**config.mk**
```make
export PLATFORM = sky130hd
export DESIGN_NAME = crtc_host_port
export DESIGN_NICKNAME = d
export VERILOG_FILES = /design/src/rtl/crtc_port_pkg.sv /design/src/rtl/crtc_pen_latch.sv /design/src/rtl/crtc_regfile.sv /design/src/rtl/crtc_read_sel.sv /design/src/rtl/crtc_host_port.sv
export SDC_FILE = /design/constraint.sdc
export NUM_CORES = 1
export LEC_CHECK = 0
export ABC_AREA = 0
export CORE_MARGIN = 1.5
export CORE_UTILIZATION = 34
export DETAILED_ROUTE_END_ITERATION = 10
export PLACE_DENSITY = 0.69
export SYNTH_ARGS = -nofsm -noshare
export SYNTH_HDL_FRONTEND = slang
export SYNTH_SLANG_ARGS = --single-unit
```
**constraint.sdc**
```tcl
create_clock -name clk -period 13.88 [get_ports clk]
set_input_delay 2.776 -clock clk [delete_from_list [all_inputs] [get_ports clk]]
set_output_delay 2.776 -clock clk [all_outputs]
set_load 0.005 [all_outputs]
```
**src/rtl/crtc_port_pkg.sv**
```systemverilog
package crtc_port_pkg;
  localparam int NREG        = 18;
  localparam int IDX_W       = 5;
  localparam int HOST_REGS   = 16;
  localparam int PEN_HI_IDX  = 16;
  localparam int PEN_LO_IDX  = 17;
  localparam int CURSOR_IDX  = 14;
  localparam int START_IDX   = 12;

  typedef enum logic [1:0] {
    VAR_BASE  = 2'd0,
    VAR_START = 2'd1,
    VAR_FULL  = 2'd2,
    VAR_NONE  = 2'd3
  } variant_e;
endpackage

```
**src/rtl/crtc_pen_latch.sv**
```systemverilog
module crtc_pen_latch
  import crtc_port_pkg::*;
#(
  parameter int MA_W = 14
) (
  input  logic            clk,
  input  logic            rst_n,
  input  logic            stb,
  input  logic [MA_W-1:0] ma,
  input  logic            clr,
  output logic [7:0]      pen_hi,
  output logic [7:0]      pen_lo,
  output logic            flag,
  output logic            rise
);
  localparam int EXT_W = 16;

  logic            stb_q;
  logic [7:0]      hi_q, lo_q;
  logic            flag_q, flag_d;
  logic [EXT_W-1:0] ma_ext;

  assign ma_ext = EXT_W'(ma);
  assign rise   = stb & ~stb_q;

  always_comb begin
    flag_d = flag_q;
    if (clr)  flag_d = 1'b0;
    if (rise) flag_d = 1'b1;
  end

  always_ff @(posedge clk or negedge rst_n) begin
    if (!rst_n) stb_q <= 1'b0;
    else        stb_q <= stb;
  end

  always_ff @(posedge clk or negedge rst_n) begin
    if (!rst_n) begin
      hi_q <= 8'h00;
      lo_q <= 8'h00;
    end else if (rise) begin
      hi_q <= ma_ext[15:8];
      lo_q <= ma_ext[7:0];
    end
  end

  always_ff @(posedge clk or negedge rst_n) begin
    if (!rst_n) flag_q <= 1'b0;
    else        flag_q <= flag_d;
  end

  assign pen_hi = hi_q;
  assign pen_lo = lo_q;
  assign flag   = flag_q;
endmodule

```
**src/rtl/crtc_regfile.sv**
```systemverilog
module crtc_regfile
  import crtc_port_pkg::*;
(
  input  logic               clk,
  input  logic               rst_n,
  input  logic               wr_en,
  input  logic [IDX_W-1:0]   wr_idx,
  input  logic [7:0]         wr_data,
  input  logic [7:0]         pen_hi,
  input  logic [7:0]         pen_lo,
  output logic [NREG*8-1:0]  regs_flat
);
  for (genvar g = 0; g < HOST_REGS; g++) begin : g_host
    logic       we;
    logic [7:0] q;
    assign we = wr_en && (wr_idx == IDX_W'(g));
    always_ff @(posedge clk or negedge rst_n) begin
      if (!rst_n)  q <= 8'h00;
      else if (we) q <= wr_data;
    end
    assign regs_flat[g*8 +: 8] = q;
  end

  assign regs_flat[PEN_HI_IDX*8 +: 8] = pen_hi;
  assign regs_flat[PEN_LO_IDX*8 +: 8] = pen_lo;
endmodule

```
**src/rtl/crtc_read_sel.sv**
```systemverilog
module crtc_read_sel
  import crtc_port_pkg::*;
(
  input  logic [1:0]        variant,
  input  logic [IDX_W-1:0]  idx,
  input  logic [NREG*8-1:0] regs_flat,
  output logic              readable,
  output logic [7:0]        value
);
  logic [7:0] sel;
  int unsigned ui;

  always_comb begin
    ui = 32'(idx);
    unique case (variant_e'(variant))
      VAR_BASE:  readable = (ui >= CURSOR_IDX) && (ui < NREG);
      VAR_START: readable = (ui >= START_IDX)  && (ui < NREG);
      VAR_FULL:  readable = (ui < NREG);
      default:   readable = 1'b0;
    endcase
  end

  always_comb begin
    sel = 8'h00;
    for (int i = 0; i < NREG; i++) begin
      if (idx == IDX_W'(i)) sel = regs_flat[i*8 +: 8];
    end
  end

  assign value = readable ? sel : 8'h00;
endmodule

```
**src/rtl/crtc_host_port.sv**
```systemverilog
module crtc_host_port
  import crtc_port_pkg::*;
#(
  parameter int MA_W = 14
) (
  input  logic              clk,
  input  logic              rst_n,
  input  logic              cs_n,
  input  logic              rs,
  input  logic              rw,
  input  logic [7:0]        wr_data,
  output logic [7:0]        rd_data,
  input  logic [1:0]        variant,
  input  logic              lpen_stb,
  input  logic              vsync,
  input  logic [MA_W-1:0]   cur_ma,
  output logic [NREG*8-1:0] regs_flat
);
  logic [1:0]       rst_sync_q;
  logic             rst_n_i;
  logic [IDX_W-1:0] ptr_q, ptr_d;
  logic [7:0]       rd_q, rd_d;
  logic             acc, ptr_we, data_we, data_rd, stat_rd;
  logic             readable, pen_clr, lpen_flag, lpen_rise;
  logic [7:0]       rd_value, pen_hi, pen_lo;

  // reset: asynchronous assert, synchronous release
  always_ff @(posedge clk or negedge rst_n) begin
    if (!rst_n) rst_sync_q <= 2'b00;
    else        rst_sync_q <= {rst_sync_q[0], 1'b1};
  end
  assign rst_n_i = rst_sync_q[1];

  assign acc     = ~cs_n;
  assign ptr_we  = acc & ~rs & ~rw;
  assign data_we = acc &  rs & ~rw;
  assign data_rd = acc &  rs &  rw;
  assign stat_rd = acc & ~rs &  rw;

  assign pen_clr = data_rd & readable &
                   ((ptr_q == IDX_W'(PEN_HI_IDX)) || (ptr_q == IDX_W'(PEN_LO_IDX)));

  always_comb begin
    ptr_d = ptr_q;
    if (ptr_we) ptr_d = wr_data[IDX_W-1:0];
  end

  always_comb begin
    rd_d = rd_q;
    if (data_rd) rd_d = rd_value;
    if (stat_rd) rd_d = {1'b0, lpen_flag, vsync, 5'b00000};
  end

  always_ff @(posedge clk or negedge rst_n_i) begin
    if (!rst_n_i) begin
      ptr_q <= '0;
      rd_q  <= 8'h00;
    end else begin
      ptr_q <= ptr_d;
      rd_q  <= rd_d;
    end
  end

  crtc_pen_latch #(.MA_W(MA_W)) u_pen (
    .clk    (clk),
    .rst_n  (rst_n_i),
    .stb    (lpen_stb),
    .ma     (cur_ma),
    .clr    (pen_clr),
    .pen_hi (pen_hi),
    .pen_lo (pen_lo),
    .flag   (lpen_flag),
    .rise   (lpen_rise)
  );

  crtc_regfile u_regs (
    .clk       (clk),
    .rst_n     (rst_n_i),
    .wr_en     (data_we),
    .wr_idx    (ptr_q),
    .wr_data   (wr_data),
    .pen_hi    (pen_hi),
    .pen_lo    (pen_lo),
    .regs_flat (regs_flat)
  );

  crtc_read_sel u_rsel (
    .variant   (variant),
    .idx       (ptr_q),
    .regs_flat (regs_flat),
    .readable  (readable),
    .value     (rd_value)
  );

  assign rd_data = rd_q;
endmodule

```
# Word level (Yosys, flattened, before mapping)
# Index checks and enable logic that the tools add are counted.
[word_totals] latch_bits=0 input_bits=31 ff_bits=159 memories=0 output_inout_bits=152 wordCells=105 mem_bits_ro=0 ram_bits=0
[op_classes] n_eq_ne=19 addsub=0 div=0 shift=0 n_mul=0 magnitude_cmp=3 reduce_logical=23 muxes=24 bitwise_logic=13
[op_table] operator="$mux 8" count=21
[op_table] operator="$eq 5x4->1 const B" count=8
[op_table] operator="$eq 5x3->1 const B" count=4
[op_table] operator="$logic_and 1x1->1" count=18
[op_table] operator="$eq 5x2->1 const B" count=2
[op_table] operator="$eq 5x5->1 const B" count=2
[op_table] operator="$ge 5x4->1 const B" count=2
[op_table] operator="$and 1x1->1" count=9
[op_table] operator="$eq 5x1->1 const B" count=1
[op_table] operator="$logic_not 5->1" count=1
[op_table] operator="$lt 5x5->1 const B" count=1
[op_table] operator="$not 1->1" count=4
[op_table] operator="$reduce_bool 2->1" count=2
[op_table] operator="$pmux 1 s3" count=1
[op_table] operator="$eq 2x1->1 const B" count=1
[op_table] operator="$eq 2x2->1 const B" count=1
[op_table] operator="$logic_not 2->1" count=1
[op_table] operator="$mux 1" count=2
[op_table] operator="$logic_or 1x1->1" count=1

# Depth between registers and ports, before layout
# Gate-level depths: netlist of run 1.
[depth] word_depth=22 ltp_mapped=8

# Cells and area by module
# Synthesis of run 1 repeated with hierarchy kept, for this count alone.
[hier_totals] cells_unflattened=652 area_unflattened_um2=8141.6
[by_module_without_submodules] mod="crtc_regfile" seq_area_each_um2=3203.1 area_per_inst_um2=5048.6 cells_per_inst=309 n_inst=1
[by_module_without_submodules] mod="crtc_read_sel" seq_area_each_um2=0.0 area_per_inst_um2=1757.9 cells_per_inst=254 n_inst=1
[by_module_without_submodules] mod="crtc_host_port" seq_area_each_um2=375.4 area_per_inst_um2=670.6 cells_per_inst=51 n_inst=1
[by_module_without_submodules] mod="crtc_pen_latch" seq_area_each_um2=400.4 area_per_inst_um2=664.4 cells_per_inst=38 n_inst=1

# Least setup slack after synthesis of run 1
# Ideal clock, no wire load.
[synth_path] kind="input -> register" from="in cs_n" to="reg u_regs.g_host[14].q[0]" slack_ns=9.750 path_stages=4 setup_time_ns=0.125 n_path_buf=0 arrival_time_ns=4.005 path_cell_list="nor2_1 > nand2_2 > nor3_2 > mux2_2"
[synth_via] elab_chain_cells=4
[synth_lines] element="start: declaration" line="crtc_host_port.sv:8" source="input logic cs_n,"
[synth_lines] element="$not 1->1" line="crtc_host_port.sv:34" source="assign acc = ~cs_n;"
[synth_lines] element="$and 1x1->1 (2 in a row)" line="crtc_host_port.sv:36" source="assign data_we = acc & rs & ~rw;"
[synth_lines] element="$logic_and 1x1->1" line="crtc_regfile.sv:16" source="assign we = wr_en && (wr_idx == IDX_W'(g));"
[synth_lines] element="end signal: assignment" line="crtc_regfile.sv:19" source="else if (we) q <= wr_data;"
[synth_lines] element="end: declaration" line="crtc_regfile.sv:15" source="logic [7:0] q;"
# Every way passes these cells.
# A chain may end at the register's enable or synchronous reset.

# Worst setup path in the final report of run 1
[layout_path] from="in cs_n" to="reg rd_q[1] (netlist: rd_data[1])"
[layout_via] elab_chain_cells=4 elab_cells_between_ends=7
[layout_lines] element="$not 1->1 *" line="crtc_host_port.sv:34"
[layout_lines] element="$and 1x1->1 (on tied branches) (2 in a row)" line="crtc_host_port.sv:38, crtc_host_port.sv:37"
[layout_lines] element="$mux 8 / $reduce_bool 2->1 (equally long branches)"
[layout_lines] element="end signal: assignment" line="crtc_host_port.sv:60" source="rd_q <= rd_d;"
[layout_lines] element="end: declaration" line="crtc_host_port.sv:22" source="logic [7:0] rd_q, rd_d;"
# Mark *: on every way between the ends. The rest lies on a longest branch, timed or not.

==> results of run 1 <==
==> worst max-delay path, delay by kind of cell <==
kind | cells | cell delay [ns]
AOI/OAI and AO/OA | 4 | 1.23
and+or+nand+nor | 1 | 0.40
buffers and inverters | 1 | 0.43
==> Yosys cell counts, types with 5 or more instances <==
master                        n  area share
sky130_fd_sc_hd__dfrtp_1    159        0.49
sky130_fd_sc_hd__mux2_2     151        0.21
sky130_fd_sc_hd__nand2_1     33       0.015
sky130_fd_sc_hd__a21oi_1     23       0.014
sky130_fd_sc_hd__nor2_1      22       0.010
sky130_fd_sc_hd__buf_2       19       0.012
sky130_fd_sc_hd__o21ai_0     19       0.012
sky130_fd_sc_hd__clkbuf_1    13      0.0060
sky130_fd_sc_hd__mux2i_1     12       0.015
sky130_fd_sc_hd__nand3_1     12      0.0074
sky130_fd_sc_hd__o211ai_1    12       0.011
sky130_fd_sc_hd__buf_4       11       0.010
sky130_fd_sc_hd__nor3_1      11      0.0068
sky130_fd_sc_hd__nand2b_1    10      0.0077
sky130_fd_sc_hd__nor3b_1      8      0.0074
sky130_fd_sc_hd__or3_1        8      0.0062
sky130_fd_sc_hd__nor2b_1      7      0.0054
sky130_fd_sc_hd__a22oi_1      5      0.0046
sky130_fd_sc_hd__a31oi_1      5      0.0039
sky130_fd_sc_hd__a32oi_1      5      0.0054
sky130_fd_sc_hd__inv_1        5      0.0023
sky130_fd_sc_hd__nand2_2      5      0.0039
sky130_fd_sc_hd__nor4_1       5      0.0039
sky130_fd_sc_hd__o2bb2ai_1    5      0.0054
==> metrics by stage <==
stage               utilization  setup slack, ns  power, mW  hold WS, ns
floorplan                     -             9.12      0.862        0.331
global placement          0.430             8.97       1.13        0.336
detailed placement        0.430             8.96       1.14        0.345
CTS                       0.455             9.42       1.61        0.358
global route              0.455             9.29       1.67        0.366
finish                    0.455             9.39       1.60        0.354
==> worst paths after layout <==
path	depth (start not counted)	slack, ns	to
setup / recovery	6	9.39	rd_data[1]
hold / removal	0	0.35	rst_sync_q[1]
setup reg to reg	6	10.80	rd_data[7]
hold reg to reg	0	0.35	rst_sync_q[1]
max in group asynchronous	1	11.23	rst_sync_q[1]
min in group asynchronous	0	0.36	u_regs.g_host[15].q[3]
==> power groups by stage <==
stage / sequential, mW / combinational (mW) / clock [mW]
after floorplan: 0.637 / 0.225 / 0
after global placement: 0.663 / 0.472 / 0
after detailed placement: 0.663 / 0.477 / 0
after CTS: 0.655 / 0.480 / 0.470
after global routing: 0.669 / 0.511 / 0.491
final: 0.656 / 0.478 / 0.465
==> layout make-up <==
cell class	instances	share of cell area
Sequential cell	159	0.374
Multi-Input combinational cell	454	0.357
Timing Repair Buffer	188	0.175
Clock buffer	19	0.0416
Tap cell	319	0.0375
Clock inverter	13	0.0130
Inverter	7	0.00247
==> flip-flops by register name, summed over array words and instances (netlist names) <==
name             flops
u_regs.g_host.q    128
rd_data              8
u_pen.pen_lo         8
u_pen.pen_hi         6
ptr_q                5
rst_sync_q           2
u_pen.flag           1
u_pen.stb_q          1
==> cells by family (layout without fill, tap and decap cells) <==
family	Yosys count	after routing
flip-flops	159	159
multiplexers	163	163
AO/OA/AOI/OAI	123	123
AND/OR/NAND/NOR	165	165
other	2	3
buffers and inverters	55	227
==> layout by cell type (no fill, tap or decap), types with 4 or more instances in the layout <==
cell and n:
sky130_fd_sc_hd__nor3_1 11, sky130_fd_sc_hd__dfrtp_1 156, sky130_fd_sc_hd__inv_1 5, sky130_fd_sc_hd__nand2_2 5, sky130_fd_sc_hd__nand2_1 33, sky130_fd_sc_hd__or3_1 8, sky130_fd_sc_hd__a31oi_1 5, sky130_fd_sc_hd__nor2_1 22
sky130_fd_sc_hd__mux2_2 151, sky130_fd_sc_hd__o211ai_1 12, sky130_fd_sc_hd__nor3_2 4, sky130_fd_sc_hd__and3b_1 4, sky130_fd_sc_hd__a2bb2oi_1 4, sky130_fd_sc_hd__nor4_1 5, sky130_fd_sc_hd__a211oi_1 4, sky130_fd_sc_hd__nor3b_1 8
sky130_fd_sc_hd__o21ai_0 19, sky130_fd_sc_hd__a22oi_1 5, sky130_fd_sc_hd__nor2_4 4, sky130_fd_sc_hd__buf_4 8, sky130_fd_sc_hd__clkbuf_16 17, sky130_fd_sc_hd__o2bb2ai_1 5, sky130_fd_sc_hd__clkinvlp_4 5, sky130_fd_sc_hd__a222oi_1 4
sky130_fd_sc_hd__nor2b_1 7, sky130_fd_sc_hd__nand3_1 12, sky130_fd_sc_hd__a32oi_1 5, sky130_fd_sc_hd__mux2i_1 12, sky130_fd_sc_hd__o221ai_1 4, sky130_fd_sc_hd__clkdlybuf4s50_1 180, sky130_fd_sc_hd__a21oi_1 23, sky130_fd_sc_hd__nand2b_1 10
==> per-layer routing <==
| metal | GRT usage | part of all wire |
|---|---|---|
| met4 | 0.107 | 0.038 |
| met2 | 0.354 | 0.46 |
| met5 | 0 | 0 |
| met1 | 0.299 | 0.43 |
| met3 | 0.0465 | 0.068 |
==> load_flow_metrics.sql, run 1 <==
INSERT INTO impl_metrics (metric_group, metric, value, unit) VALUES
('sta', 'period_needed', '4.49', 'ns'),
('grt', 'grt_max_degree', '80', ''),
('sta', 'setup-violations-final', '0', ''),
('sta', 'fmax', '0.223', 'GHz'),
('sta', 'slew_headroom', '0.346', ''),
('power_and_ir_drop', 'power_density', '150', 'nW/µm²'),
('grt', 'gr-total-overflow', '0', ''),
('routing', 'first_iter_violations', '620', ''),
('status', 'outcome', 'completed', ''),
('sta', 'final_max_slew_viol_count', '0', ''),
('finish', 'finalInstanceArea', '10700', 'µm²'),
('clock_tree', 'cts_max_level', '4', ''),
('synthesis', 'post_synthesis_simple_gate_area_fraction', '0.127', ''),
('synthesis', 'async_reset_ff_frac', '1.00', ''),
('critical_path', 'cp_slowest_cell', 'sky130_fd_sc_hd__o211a_1', ''),
('synthesis', 'post_synth_fa_ha_maj_area_fraction', '0', ''),
('clock_tree', 'cts_buffer_depth', '2', ''),
('finish', 'area_of_the_multi_input_gates', '3800', 'µm²'),
('die', 'die_area', '24700', 'µm²'),
('clock_tree', 'clkTransAtPathRegs', '0.06', 'ns'),
('synthesis', 'post_synth_mux_area_share', '0.225', ''),
('synthesis', 'synth.yosys.seq_area_share', '0.492', ''),
('finish', 'area_growth', '31.8', '%'),
('critical_path', 'cp-start-kind', 'input pin', ''),
('placed_design', 'final_wtd_congestion', '0.909', ''),
('grt', 'first_global_vias', '6561', ''),
('critical_path', 'timing.critical_path.fanout_max', '12', ''),
('sta', 'timing.final.crit_share', '0.324', ''),
('sta', 'fin_tns_setup', '0', 'ns'),
('finish', 'antenna_cells', '0', ''),
('routing', 'route.antenna.remaining_nets', '0', ''),
('power_and_ir_drop', 'cellLeakagePower', '4.43', 'nW'),
('sta', 'worstMarginPinSlew', '0.974', 'ns'),
('routing', 'drc', '0', ''),
('die', 'die_y', '157', 'µm'),
('synthesis', 'synth.yosys.warnings', '0', ''),
('clock_tree', 'clockRootBuffer', 'sky130_fd_sc_hd__clkbuf_16', ''),
('clock_tree', 'holdBufCountCts', '0', ''),
('sta', 'fin_worst_skew', '0.00894', 'ns'),
('finish', 'area.sequential', '3990', 'µm²'),
('power_and_ir_drop', 'pwr-share-seq', '0.410', ''),
('power_and_ir_drop', 'vdd_ir_drop_max', '88.6', 'µV'),
('routing', 'drt_pre_antenna_iters', '5', ''),
('synthesis', 'postSynthAreaPerCell', '12.1', 'µm²'),
('finish', 'num-fill-cells', '2197', ''),
('critical_path', 'worst_path_largest_cell_delay', '0.48', 'ns'),
('synthesis', 'synth.lib_cells_used.distinct', '77', ''),
('critical_path', 'timing.critical_path.cells', 'clkdlybuf4s50_1 > nand2b_1 > a21oi_1 > o211a_1 > o221ai_1 > o21ai_0', ''),
('synthesis', 'main_combinational_cell_family_by_area_after_synthesis', 'multiplexers', ''),
('die', 'die_width', '157', 'µm'),
('critical_path', 'data_required_time_of_the_critical_path', '14.23', 'ns'),
('synthesis', 'xor_xnor_share_of_the_synthesized_area', '0', ''),
('placed_design', 'placed_cells_incl_taps', '1127', ''),
('grt', 'grt_usage', '0.226', ''),
('die', 'design.core.area', '23400', 'µm²'),
('grt', 'antenna_found_initial', '0', ''),
('finish', 'layout-drive-gt1-share', '0.267', ''),
('sta', 'setup_repair_after_global_routing_missed_its_margin', 'no', ''),
('hold_path', 'worst_min_delay_path_class', 'reg2reg', ''),
('finish', 'final_cells', '1159', ''),
('clock_tree', 'cts_tree', 'yes', ''),
('clock_tree', 'ctsResizeCount', '0', ''),
('die', 'floorplan.initialDensity', '0.346', ''),
('synthesis', 'synth_compound_area_frac', '0.116', ''),
('routing', 'routed_via_density', '5.55', ''),
('sta', 'final_hold_vios', '0', ''),
('synthesis', 'post_synth_edffs', '0', ''),
('die', 'io-pin-count', '183', ''),
('hold_path', 'min_delay_startpoint', 'rst_sync_q[0]', ''),
('routing', 'vias', '6437', ''),
('run', 'max_cap_viol_count', '0', '');
Note: power is estimated with default switching activity, not from simulation.
==> inputs of run 2 (changes only) <==
- PLACE_DENSITY: 0.69 -> 0.71
- clock period: 13.88 -> 3.8 ns (I/O delays scaled with it)
==> run 2 against run 1 <==
Utilization hardly changed. Design area about the same. Worst setup slack worse by 8.3 ns. Critical path depth down 2. Combinational power grew to 3.6 times the previous value. Via count grew 2.3%. Clock skew is 0.0040 ns higher. Sequential share of layout area about the same. Largest cell class unchanged.
==> load_flow_metrics.sql, run 2 (synthesized netlist as in run 1, its figures left out) <==
INSERT INTO impl_metrics (metric_group, metric, value, unit) VALUES
('status', 'outcome', 'completed', ''),
('critical_path', 'timing.critical_path.fanout_max', '26', ''),
('critical_path', 'endpoint', 'u_regs.g_host[5].q[4]', ''),
('critical_path', 'data_required_time_of_the_critical_path', '4.12', 'ns'),
('routing', 'first_iter_violations', '751', ''),
('routing', 'vias', '6587', ''),
('clock_tree', 'clockRootBuffer', 'sky130_fd_sc_hd__clkbuf_16', ''),
('critical_path', 'path_delay_family', 'simple AND/OR/NAND/NOR gates', ''),
('sta', 'worstMarginPinSlew', '1.03', 'ns'),
('die', 'design.core.area', '23400', 'µm²'),
('clock_tree', 'latest_clock_arrival_within_the_worst_skew_pair', '0.45', 'ns'),
('routing', 'route.antenna.remaining_nets', '0', ''),
('routing', 'drt_pre_antenna_iters', '5', ''),
('sta', 'final_hold_vios', '0', ''),
('routing', 'drc', '0', ''),
('critical_path', 'cp_slowest_cell', 'sky130_fd_sc_hd__dfrtp_1', ''),
('die', 'die_area', '24700', 'µm²'),
('routing', 'route.detailed.wl_per_inst', '23.6', 'µm'),
('sta', 'slew_headroom', '0.315', ''),
('sta', 'period_needed', '2.69', 'ns'),
('hold_path', 'worst_min_delay_path_class', 'reg2reg', ''),
('critical_path', 'worst-setup-path-type', 'reg2reg', ''),
('grt', 'gr-total-overflow', '0', ''),
('critical_path', 'critical_path_arrival', '3.01', 'ns'),
('critical_path', 'cp-start-kind', 'flop', ''),
('grt', 'grt_max_degree', '75', ''),
('sta', 'setup_repair_after_global_routing_missed_its_margin', 'no', ''),
('sta', 'timing.final.crit_share', '0.708', ''),
('finish', 'antenna_cells', '0', ''),
('finish', 'mostFrequentLayoutCell', 'sky130_fd_sc_hd__clkdlybuf4s50_1', ''),
('clock_tree', 'sink_count', '159', ''),
('finish', 'layout-drive-gt1-share', '0.267', ''),
('finish', 'most-common-layout-cells', 'sky130_fd_sc_hd__clkdlybuf4s50_1, sky130_fd_sc_hd__dfrtp_1, sky130_fd_sc_hd__mux2_2, sky130_fd_sc_hd__nand2_1, sky130_fd_sc_hd__a21oi_1', ''),
('critical_path', 'r2r_slack', '1.11', 'ns'),
('die', 'floorplan.initialDensity', '0.346', ''),
('placed_design', 'buffer_ports.inserted', '180', ''),
('clock_tree', 'holdBufCountCts', '0', ''),
('finish', 'area_growth', '31.7', '%'),
('grt', 'grt_usage', '0.225', ''),
('finish', 'finalInstanceArea', '10700', 'µm²'),
('clock_tree', 'ctsResizeCount', '0', ''),
('clock_tree', 'cts_buffer_depth', '2', ''),
('routing', 'routed_via_density', '5.66', ''),
('placed_design', 'hpwl', '19800', 'µm'),
('critical_path', 'worst_path_largest_cell_delay', '0.86', 'ns'),
('power_and_ir_drop', 'vdd_ir_drop_max', '329', 'µV'),
('finish', 'top_reg_by_flops', 'u_regs.g_host.q', ''),
('run', 'max_cap_viol_count', '0', ''),
('finish', 'largest_register_ffs', '128', ''),
('critical_path', 'regToRegStartpoint', 'ptr_q[2]', ''),
('clock_tree', 'postCtsSetupBuffers', '0', ''),
('grt', 'antenna_found_initial', '0', ''),
('critical_path', 'crit-reg2reg-capture', 'u_regs.g_host[5].q[4]', ''),
('sta', 'fin_tns_setup', '0', 'ns'),
('critical_path', 'timing.critical_path.cells', 'buf_4 > nor3b_1 > nand2_1 > mux2_2', ''),
('sta', 'fmax', '0.372', 'GHz'),
('grt', 'grt_first_pass_wirelength', '40600', 'µm'),
('routing', 'drt_wl_total', '27500', 'µm'),
('sta', 'fin_worst_skew', '0.0129', 'ns'),
('clock_tree', 'clkTransAtPathRegs', '0.06', 'ns'),
('die', 'io-pin-count', '183', ''),
('critical_path', 'startpoint', 'ptr_q[2]', ''),
('clock_tree', 'cts_max_level', '4', ''),
('power_and_ir_drop', 'cellLeakagePower', '4.43', 'nW'),
('die', 'placementRows', '56', ''),
('placed_design', 'final_wtd_congestion', '0.896', ''),
('power_and_ir_drop', 'power_density', '540', 'nW/µm²'),
('sta', 'setup-violations-final', '0', ''),
('die', 'die_width', '157', 'µm'),
('sta', 'final_max_slew_viol_count', '0', ''),
('clock_tree', 'cts_tree', 'yes', ''),
('die', 'die_y', '157', 'µm'),
('critical_path', 'timing.reg2reg.worst_path_depth', '4', ''),
('finish', 'final_net_count', '862', ''),
('critical_path', 'cp-end-kind', 'flop', ''),
('critical_path', 'critical_path.n_buffers_inverters', '1', ''),
('placed_design', 'dpl-instance-area', '10100', 'µm²'),
('critical_path', 'number_of_cells_on_the_critical_path', '4', ''),
('clock_tree', 'tritoncts.num_buffers', '17', ''),
('grt', 'first_global_vias', '6530', '');
==> run 2: layer usage <==
layer  global-route usage  routed length [µm]  part of all wire
met2                0.348               12800              0.46
met3               0.0650                2220             0.081
met1                0.291               11400              0.42
met5                    0                   0                 0
met4                0.101                1030             0.038
==> run 2: where the power goes <==
group	internal [mW]	total (mW)	switching (mW)
Clock	0.855	1.59	0.738
Sequential	2.02	2.43	0.405
Combinational	1.01	1.73	0.726
==> run 2: per-stage QoR <==
| stage | setup WS, ns | std cells | power [mW] | hold slack [ns] | utilization |
|---|---|---|---|---|---|
| 2_1_floorplan | 1.17 | 668 | 3.15 | 0.331 | - |
| 3_3_place_gp | 0.847 | 1131 | 4.14 | 0.335 | 0.432 |
| 3_5_place_dp | 0.824 | 1131 | 4.17 | 0.344 | 0.432 |
| 4_1_cts | 1.18 | 1163 | 5.76 | 0.358 | 0.455 |
| 5_1_grt | 1.00 | 1163 | 5.99 | 0.364 | 0.455 |
| 6_report | 1.11 | 1163 | 5.75 | 0.354 | 0.455 |
==> run 2: worst min path at each step <==
stage | from | end | slack [ns] | cells past startpoint
floorplan | rst_sync_q[0] | rst_sync_q[1] | 0.33 | 0
global placement | rst_sync_q[0] | rst_sync_q[1] | 0.34 | 0
detailed placement | rst_sync_q[0] | rst_sync_q[1] | 0.34 | 0
CTS | rst_sync_q[0] | rst_sync_q[1] | 0.36 | 0
global route | rst_sync_q[0] | rst_sync_q[1] | 0.36 | 0
finish | rst_sync_q[0] | rst_sync_q[1] | 0.35 | 0
==> run 2: area by class of cell <==
| class | instances | area [µm²] |
|---|---|---|
| Fill cell | 2200 | 12800 |
| Multi-Input combinational cell | 454 | 3800 |
| Inverter | 7 | 26.3 |
| Clock buffer | 21 | 450 |
| Tap cell | 319 | 399 |
| Timing Repair Buffer | 192 | 1900 |
| Sequential cell | 159 | 3980 |
| Clock inverter | 11 | 86.3 |
==> inputs of run 3 (changes only) <==
- PLACE_DENSITY: 0.71 -> 0.69
- clock period: 3.8 -> 2.8 ns (I/O delays scaled with it)
==> run 3 against run 2 <==
Worst hold slack got worse by 0.22 ns. Clock power rose by 57%. Total power rose by 43%. Worst setup slack got worse by 0.62 ns. Sequential power grew 35%. Die area is the same.
==> load_flow_metrics.sql, run 3 (synthesized netlist as in run 1, its figures left out) <==
INSERT INTO impl_metrics (metric_group, metric, value, unit) VALUES
('status', 'outcome', 'completed', ''),
('critical_path', 'critical_path_arrival', '2.63', 'ns'),
('critical_path', 'timing.critical_path.fanout_max', '13', ''),
('placed_design', 'final_wtd_congestion', '0.910', ''),
('routing', 'routed_via_density', '5.50', ''),
('power_and_ir_drop', 'cellLeakagePower', '4.61', 'nW'),
('die', 'io-pin-count', '183', ''),
('critical_path', 'startpoint', 'ptr_q[4]', ''),
('sta', 'setup-violations-final', '0', ''),
('sta', 'final_max_slew_viol_count', '0', ''),
('finish', 'mostFrequentLayoutCell', 'sky130_fd_sc_hd__clkdlybuf4s50_1', ''),
('die', 'placementRows', '56', ''),
('clock_tree', 'cts_tree', 'yes', ''),
('critical_path', 'data_required_time_of_the_critical_path', '3.12', 'ns'),
('placed_design', 'dpl-instance-area', '10300', 'µm²'),
('routing', 'first_iter_violations', '580', ''),
('sta', 'fin_tns_setup', '0', 'ns'),
('critical_path', 'cp_slowest_cell', 'sky130_fd_sc_hd__or3b_1', ''),
('placed_design', 'placed_cells_incl_taps', '1157', ''),
('sta', 'slew_headroom', '0.406', ''),
('sta', 'worstMarginPinSlew', '0.888', 'ns'),
('sta', 'fin_worst_skew', '0.00715', 'ns'),
('critical_path', 'timing.critical_path.cells', 'buf_4 > or3b_1 > nor3_4 > buf_4 > mux2_2', ''),
('finish', 'finalInstanceArea', '10900', 'µm²'),
('finish', 'num-fill-cells', '2167', ''),
('sta', 'period_needed', '2.31', 'ns'),
('routing', 'vias', '6539', ''),
('grt', 'grt_first_pass_wirelength', '42100', 'µm'),
('grt', 'grt_usage', '0.234', ''),
('die', 'die_y', '157', 'µm'),
('clock_tree', 'sink_count', '159', ''),
('critical_path', 'crit_top_cell', 'sky130_fd_sc_hd__buf_4', ''),
('die', 'die_area', '24700', 'µm²'),
('placed_design', 'hpwl', '20400', 'µm'),
('power_and_ir_drop', 'finalPower', '8.21', 'mW'),
('grt', 'grt_max_degree', '59', ''),
('clock_tree', 'holdBufCountCts', '0', ''),
('clock_tree', 'postCtsSetupBuffers', '0', ''),
('sta', 'setup_repair_after_global_routing_missed_its_margin', 'no', ''),
('clock_tree', 'latest_clock_arrival_within_the_worst_skew_pair', '0.44', 'ns'),
('clock_tree', 'cts_max_level', '4', ''),
('grt', 'antenna_found_initial', '0', ''),
('finish', 'most-common-layout-cells', 'sky130_fd_sc_hd__clkdlybuf4s50_1, sky130_fd_sc_hd__dfrtp_1, sky130_fd_sc_hd__mux2_2, sky130_fd_sc_hd__buf_4, sky130_fd_sc_hd__nand2_1', ''),
('die', 'floorplan.initialDensity', '0.346', ''),
('die', 'design.core.area', '23400', 'µm²'),
('routing', 'drt_wl_total', '28100', 'µm'),
('clock_tree', 'tritoncts.num_buffers', '17', ''),
('critical_path', 'worst-setup-path-type', 'reg2reg', ''),
('finish', 'antenna_cells', '0', ''),
('finish', 'area_growth', '35.3', '%'),
('critical_path', 'regToRegStartpoint', 'ptr_q[4]', ''),
('sta', 'final_hold_vios', '0', ''),
('sta', 'timing.hold.ws', '0.132', 'ns'),
('die', 'die_width', '157', 'µm'),
('grt', 'first_global_vias', '6745', ''),
('sta', 'fmax', '0.434', 'GHz'),
('finish', 'postLayoutCoreUtil', '0.468', ''),
('routing', 'route.detailed.wl_per_inst', '23.6', 'µm'),
('routing', 'drc', '0', ''),
('clock_tree', 'clkTransAtPathRegs', '0.06', 'ns'),
('sta', 'timing.final.crit_share', '0.823', ''),
('power_and_ir_drop', 'vdd_ir_drop_max', '454', 'µV'),
('finish', 'largest_register_ffs', '128', ''),
('clock_tree', 'ctsResizeCount', '0', ''),
('finish', 'layout-drive-gt1-share', '0.290', ''),
('critical_path', 'cp-end-kind', 'flop', ''),
('critical_path', 'worst_path_largest_cell_delay', '0.59', 'ns'),
('routing', 'route.antenna.remaining_nets', '0', ''),
('power_and_ir_drop', 'power_density', '750', 'nW/µm²'),
('finish', 'final_net_count', '888', ''),
('finish', 'top_reg_by_flops', 'u_regs.g_host.q', ''),
('finish', 'final_cells', '1188', ''),
('clock_tree', 'clockRootBuffer', 'sky130_fd_sc_hd__clkbuf_16', ''),
('hold_path', 'worst_min_delay_path_class', 'reg2async', ''),
('placed_design', 'buffer_ports.inserted', '180', ''),
('sta', 'layout_setup_ws', '0.495', 'ns'),
('critical_path', 'cp-start-kind', 'flop', ''),
('clock_tree', 'cts_buffer_depth', '2', ''),
('run', 'max_cap_viol_count', '0', ''),
('placed_design', 'placement.setup.worst_slack', '0.197', 'ns'),
('grt', 'gr-total-overflow', '0', ''),
('routing', 'drt_pre_antenna_iters', '7', '');
[run 3: cell count changes in the layout (fill, tap and decap cells not counted), sizes merged]
| cell | before | now |
|---|---|---|
| buf | 12 | 38 |
| bufinv | 0 | 4 |
| clkinv | 7 | 5 |
| clkinvlp | 5 | 3 |
| inv | 6 | 5 |
[run 3: worst paths after layout]
path | slack (ns) | endpoint | depth (start not counted)
min in group clk | 0.35 | rst_sync_q[1] | 0
min reg2reg | 0.13 | u_regs.g_host[14].q[3] | 0
max reg2reg | 0.49 | u_regs.g_host[13].q[3] | 5
max in group asynchronous | 1.76 | u_regs.g_host[0].q[7] | 1
min | 0.13 | u_regs.g_host[14].q[3] | 0
max | 0.49 | u_regs.g_host[13].q[3] | 5
[run 3: report_power, final]
group | leakage (nW) | internal, mW | switching (mW)
combinational | 2.22 | 1.42 | 1.03
clock | 0.295 | 1.53 | 0.958
sequential | 2.09 | 2.75 | 0.518
[run 3: final cells by class]
type | count | area, µm² | area share
tap | 319 | 399 | 0.0365
sequential | 159 | 3990 | 0.364
timing repair buffer | 218 | 2110 | 0.193
multi-input combinational | 454 | 3800 | 0.347
clock buffer | 21 | 460 | 0.0421
clock inverter | 10 | 161 | 0.0147
inverter | 7 | 26.3 | 0.00240
[run 3: worst max-delay path: cells and delay by family, from the launching register on]
kind | cells | cell delay, ns
buffers and inverters | 2 | 0.45
and+or+nand+nor | 2 | 0.89
muxes | 1 | 0.33
DFF | 1 | 0.51
[run 3: per-layer routing]
layer | share of wire | wire [µm] | vias to the layer above | global-route usage
li1 | - | - | 2875 | -
met1 | 0.42 | 11800 | 3313 | 0.305
met2 | 0.47 | 13300 | 301 | 0.375
met3 | 0.081 | 2270 | 50 | 0.0556
met4 | 0.027 | 756 | 0 | 0.0889
met5 | 0 | 0 | - | 0
